[src/rtl/dl_pkg.sv]
package dl_pkg;
  localparam int CODE_W   = 6;
  localparam int MAX_CODE = (1 << CODE_W) - 1;

  typedef logic [CODE_W-1:0] code_t;

  // register stages behind the input needed for the longest delay
  function automatic int line_depth(input int step, input int base);
    return base + MAX_CODE * step - 1;
  endfunction

  function automatic int win_width(input int step);
    return $clog2(MAX_CODE * step + 1);
  endfunction
endpackage

[src/rtl/dl_shift_line.sv]
module dl_shift_line
  import dl_pkg::*;
#(
  parameter int STEP_CYCLES = 2,
  parameter int BASE_CYCLES = 2
) (
  input  logic  clk,
  input  logic  rst,
  input  logic  din,
  input  code_t code,
  output logic  tap_out
);
  localparam int DEPTH = line_depth(STEP_CYCLES, BASE_CYCLES);
  localparam int IW    = $clog2(DEPTH + 1);

  logic [DEPTH-1:0] stage;
  logic [DEPTH:0]   taps;
  logic [IW-1:0]    idx;

  // one flop per stage; stage[0] takes the input
  for (genvar i = 0; i < DEPTH; i++) begin : g_stage
    if (i == 0) begin : g_head
      always_ff @(posedge clk) begin
        if (rst) stage[0] <= 1'b0;
        else     stage[0] <= din;
      end
    end else begin : g_body
      always_ff @(posedge clk) begin
        if (rst) stage[i] <= 1'b0;
        else     stage[i] <= stage[i-1];
      end
    end
  end

  assign taps = {stage, din};

  // tap 0 is the live input; output register adds the last cycle
  always_comb begin
    idx     = IW'(BASE_CYCLES - 1) + IW'(code) * IW'(STEP_CYCLES);
    tap_out = taps[idx];
  end
endmodule

[src/rtl/dl_out_stage.sv]
module dl_out_stage (
  input  logic clk,
  input  logic rst,
  input  logic tap_in,
  input  logic en_n,
  output logic dout,
  output logic dout_n
);
  always_ff @(posedge clk) begin
    if (rst) begin
      dout   <= 1'b0;
      dout_n <= 1'b1;
    end else if (en_n) begin
      dout   <= 1'b0;
      dout_n <= 1'b1;
    end else begin
      dout   <= tap_in;
      dout_n <= ~tap_in;
    end
  end
endmodule

[src/rtl/dl_flush_tracker.sv]
module dl_flush_tracker
  import dl_pkg::*;
#(
  parameter int STEP_CYCLES = 2
) (
  input  logic  clk,
  input  logic  rst,
  input  logic  din,
  input  code_t code,
  input  logic  en_n,
  output logic  settled
);
  localparam int WW = win_width(STEP_CYCLES);

  code_t         code_q;
  logic          dis_q;
  logic [WW-1:0] chg_rem, chg_nxt, chg_dec, inc_win;
  logic [WW-1:0] dis_rem, dis_nxt, dis_dec, full_win;

  always_comb begin
    inc_win  = (code > code_q) ? WW'(code - code_q) * WW'(STEP_CYCLES) : '0;
    chg_dec  = (chg_rem == '0) ? '0 : chg_rem - 1'b1;
    chg_nxt  = (inc_win > chg_dec) ? inc_win : chg_dec;

    full_win = WW'(code) * WW'(STEP_CYCLES);
    dis_dec  = (dis_rem == '0) ? '0 : dis_rem - 1'b1;
    if (en_n && din)
      dis_nxt = full_win;
    else if (en_n && !dis_q)
      dis_nxt = (full_win == '0) ? '0 : full_win - 1'b1;
    else
      dis_nxt = dis_dec;
  end

  always_ff @(posedge clk) begin
    if (rst) begin
      code_q  <= code;
      dis_q   <= 1'b0;
      chg_rem <= '0;
      dis_rem <= '0;
      settled <= 1'b1;
    end else begin
      code_q  <= code;
      dis_q   <= en_n;
      chg_rem <= chg_nxt;
      dis_rem <= dis_nxt;
      settled <= (chg_nxt == '0) && (dis_nxt == '0);
    end
  end
endmodule

[src/rtl/prog_delay_line.sv]
module prog_delay_line
  import dl_pkg::*;
#(
  parameter int STEP_CYCLES = 2,
  parameter int BASE_CYCLES = 2
) (
  input  logic       clk,
  input  logic       rst,
  input  logic       din,
  input  logic [5:0] code,
  input  logic       en_n,
  output logic       dout,
  output logic       dout_n,
  output logic       settled
);
  logic tap;

  dl_shift_line #(
    .STEP_CYCLES(STEP_CYCLES),
    .BASE_CYCLES(BASE_CYCLES)
  ) u_line (
    .clk    (clk),
    .rst    (rst),
    .din    (din),
    .code   (code),
    .tap_out(tap)
  );

  dl_out_stage u_out (
    .clk   (clk),
    .rst   (rst),
    .tap_in(tap),
    .en_n  (en_n),
    .dout  (dout),
    .dout_n(dout_n)
  );

  dl_flush_tracker #(
    .STEP_CYCLES(STEP_CYCLES)
  ) u_flush (
    .clk    (clk),
    .rst    (rst),
    .din    (din),
    .code   (code),
    .en_n   (en_n),
    .settled(settled)
  );
endmodule

[config.mk]
export PLATFORM = sky130hd
export DESIGN_NAME = prog_delay_line
export DESIGN_NICKNAME = d
export VERILOG_FILES = /design/src/rtl/dl_pkg.sv /design/src/rtl/dl_shift_line.sv /design/src/rtl/dl_out_stage.sv /design/src/rtl/dl_flush_tracker.sv /design/src/rtl/prog_delay_line.sv
export SDC_FILE = /design/constraint.sdc
export NUM_CORES = 1
export LEC_CHECK = 0
export CORE_MARGIN = 3
export CORE_UTILIZATION = 31
export DETAILED_ROUTE_END_ITERATION = 16
export GPL_TIMING_DRIVEN = 0
export HOLD_SLACK_MARGIN = 0.08
export PLACE_DENSITY = 0.53
export SYNTH_ARGS = -nofsm -noshare
export SYNTH_HDL_FRONTEND = slang
export SYNTH_SLANG_ARGS = --single-unit
[constraint.sdc]
create_clock -name clk -period 3.9 [get_ports clk]
set_input_delay 0.39 -clock clk [delete_from_list [all_inputs] [get_ports clk]]
set_output_delay 0.39 -clock clk [all_outputs]
set_load 0.01 [all_outputs]
==> run summary <==
Ports -> 13
Syn Inst Count -> 504
DP HPWL -> 7.12 mm
DR vias/cell -> 4.51
Setup_tns -> 0 ns
Crit path cell chain -> dlygate4sd2_1 -> buf_12 -> buf_6 -> inv_2 -> ha_2 -> inv_1 -> fa_2 -> a211o_1 -> o211ai_1 -> a21o_2 -> nor2_1 -> ha_1 -> nand4_1 -> nor2_2 -> a211oi_4 -> buf_4 -> nor2_4 -> mux2_2 -> a41o_1
Die area -> 19700 um2
Post-Syn Area -> 5590 um2
Initial Utilization -> 0.320
Setup crit start kind -> input pin
Layout cells sized above 1 -> 0.148
Yosys warns -> 0
Cell taking the most area after synthesis -> dfxtp_1
Critical Path RT -> 4.19 ns
Cell Count Post-Placement -> 740
Ys async rst share -> 0
Total grt overflow -> 0
Vias -> 3514
Crit-path max cell delay -> 0.38 ns
Fmax -> 0.269 GHz
CTS tree -> done
CTS Hold Bufs -> 0
Top-area cell type share of the netlist area -> 0.541
Tightest hold margin -> 0.306 ns
Number of DRC markers in iteration 0 -> 209
PwrDens -> 592 nW/um2
Clock root buffer -> clkbuf_16
Final RePlAce weighted congestion -> 0.812
Vias in the first global route -> 3643
First-pass GRT wire length -> 18.6 mm
Routed len/inst -> 13.9 um
Max Slew Vio Count -> 0
CORE AREA -> 17500 um2
CTS max path bufs -> 2
Die Span X -> 140 um
Port bufs -> 11
Worst slew margin -> 0.492
Drt first pass iters -> 7
Layout area overhead -> 19.0%
Post-route clock period utilization -> 0.952
H-tree level count -> 4
Initial antenna violation count -> 0
Worst-path clk slew -> 0.06 ns
Peak VDD IR -> 281 uV
Number of library cell types mapped by synthesis -> 53
Worst-path fanout max -> 10
Clk_lat worst skew -> 0.42 ns
Post-route ant nets -> 0
Seq/Total Area, Yosys -> 0.541
CP endpoint kind -> flip-flop
N_diodes -> 0
Slowest CP cell -> fa_2
Post-synth EDFFs -> 0
Mapped Avg Cell Area -> 11.1 um2
CTS sink count -> 151
Hold Path Class -> input pin to flip-flop
FP Rows -> 48
Synth Flop Type -> dfxtp_1
WL final -> 10.8 mm
Drc violations -> 0
#FFs+latches synth -> 151
Non-Filler Instances -> 779
Worst Skew -> 0.00890 ns
Setup CP Type -> input pin to flip-flop
Final Hold Fails -> 0
Crit path buffers/inverters -> 6
Final nets -> 568
Die Ht -> 140 um
Largest net degree at the start of global routing -> 17
Placed cell areas -> 5980 um2
Post-layout instance area -> 6650 um2
Post-synthesis net count -> 531
Final setup fails -> 0
Status -> finished, final reports clean
Number of fill cells -> 1703
Final min period -> 3.71 ns
Leakage dissipation -> 0.00255 uW
Actual slew at the worst max-slew pin -> 0.762 ns
Arrival time at the worst endpoint -> 4.00 ns
Area contributors post-synth -> dfxtp_1, nor2b_1, mux4_2
Num CTS Buffers -> 17
GRT Overall Usage -> 0.119
Delay-heaviest family, CP -> buffers and inverters
# Max-Cap Violations -> 0
cell type report:
| cell class | count | area (um2) | area share |
|---|---|---|---|
| Sequential cell | 151 | 3020 | 0.454 |
| Multi-Input combinational cell | 310 | 2450 | 0.368 |
| Clock buffer | 24 | 482 | 0.0724 |
| Tap cell | 225 | 282 | 0.0423 |
| Timing Repair Buffer | 18 | 161 | 0.0243 |
| Buffer | 22 | 114 | 0.0171 |
| Inverter | 21 | 78.8 | 0.0119 |
| Clock inverter | 8 | 63.8 | 0.00959 |
layer usage:
layer,GRT usage,part of all wire,vias up
met5,0,0,-
li1,-,-,1757
met3,0.0369,0.028,16
met4,0.0510,0.018,0
met1,0.161,0.51,1696
met2,0.177,0.44,45
cell usage after synthesis (2+ instances only):
cell / number
nand4_1: 2
nand3_1: 2
a21oi_1: 11
nor2_1: 35
a31oi_1: 2
a41o_1: 2
nor3_1: 4
nand2b_1: 3
xor2_1: 3
mux2i_1: 7
mux2_2: 3
inv_1: 21
nor3b_1: 2
nand2_1: 11
mux4_2: 20
clkbuf_1: 19
ha_1: 16
nor2b_1: 136
dfxtp_1: 151
o211ai_1: 3
o21ai_0: 7
or3_1: 4
buf_6: 3
nor4_1: 2
xnor2_1: 7
cell usage in the layout, fill, tap and decap left out, drive strengths merged, types with 4 or more instances in the layout:
cell,count
or3,5
o21ai,8
clkdlybuf4s50,10
dfxtp,151
mux4,20
inv,24
clkbuf,43
clkinvlp,5
xnor2,7
mux2i,7
ha,16
nor2b,136
nor2,35
nor3,4
nand2,11
buf,10
a21oi,11
worst reg2reg max path: stages, from the launching register on:
cell	delay, ns
dfxtp_1	0.31
ha_2	0.18
inv_1	0.07
fa_2	0.38
a211o_1	0.28
o211ai_1	0.10
a21o_2	0.23
nor2_1	0.10
ha_1	0.31
nand4_1	0.14
nor2_2	0.19
a211oi_4	0.07
buf_4	0.15
nor2_4	0.13
mux2_2	0.36
a41o_1	0.20
power breakdown:
group | internal, uW | total, uW | switching (uW)
logic | 385 | 823 | 438
registers | 1580 | 1610 | 31.9
clock network | 870 | 1500 | 632
state kept, by name (all words and copies together) (netlist names):
| signal | cells |
|---|---|
| u_flush.settled | 1 |
| u_out.dout | 1 |
| u_flush.code_q | 6 |
| u_out.dout_n | 1 |
| u_flush.dis_q | 1 |
| u_flush.chg_rem | 7 |
| u_line.stage | 127 |
| u_flush.dis_rem | 7 |
repair_timing:
action / CTS / global route
setup endpoints to repair: 7 / 5
buffers inserted: 5 / 2
gates resized for setup: 10 / 9
pin swaps: 5 / 7
cells by family after synthesis:
| group | share of synthesized area |
|---|---|
| adders and majority gates | 0.0394 |
| DFF | 0.541 |
| and+or+nand+nor | 0.223 |
| xor gates and xnor gates | 0.0157 |
| buffers and inverters | 0.0329 |
| muxes | 0.0991 |
| AOI/OAI and AO/OA | 0.0495 |
metrics by stage:
stage          worst slack [ns]  utilization  power (uW)
4_1_cts                   0.155        0.378        3910
3_5_place_dp             -0.910        0.342        2300
5_1_grt                -0.00703        0.381        4150
6_report                  0.189        0.381        3940
3_3_place_gp             -0.961        0.342        2280
2_1_floorplan             0.151            -        2150
worst paths after layout:
check	startpoint	to	slack, ns	cells past startpoint
setup reg to reg	u_flush.code_q[0]	u_flush.settled	0.57	15
setup / recovery	code[0]	u_flush.settled	0.19	19
hold / removal	code[0]	u_flush.code_q[0]	0.31	1
hold reg to reg	u_line.stage[63]	u_line.stage[64]	0.44	1
Note: power is estimated with default switching activity, not from simulation.
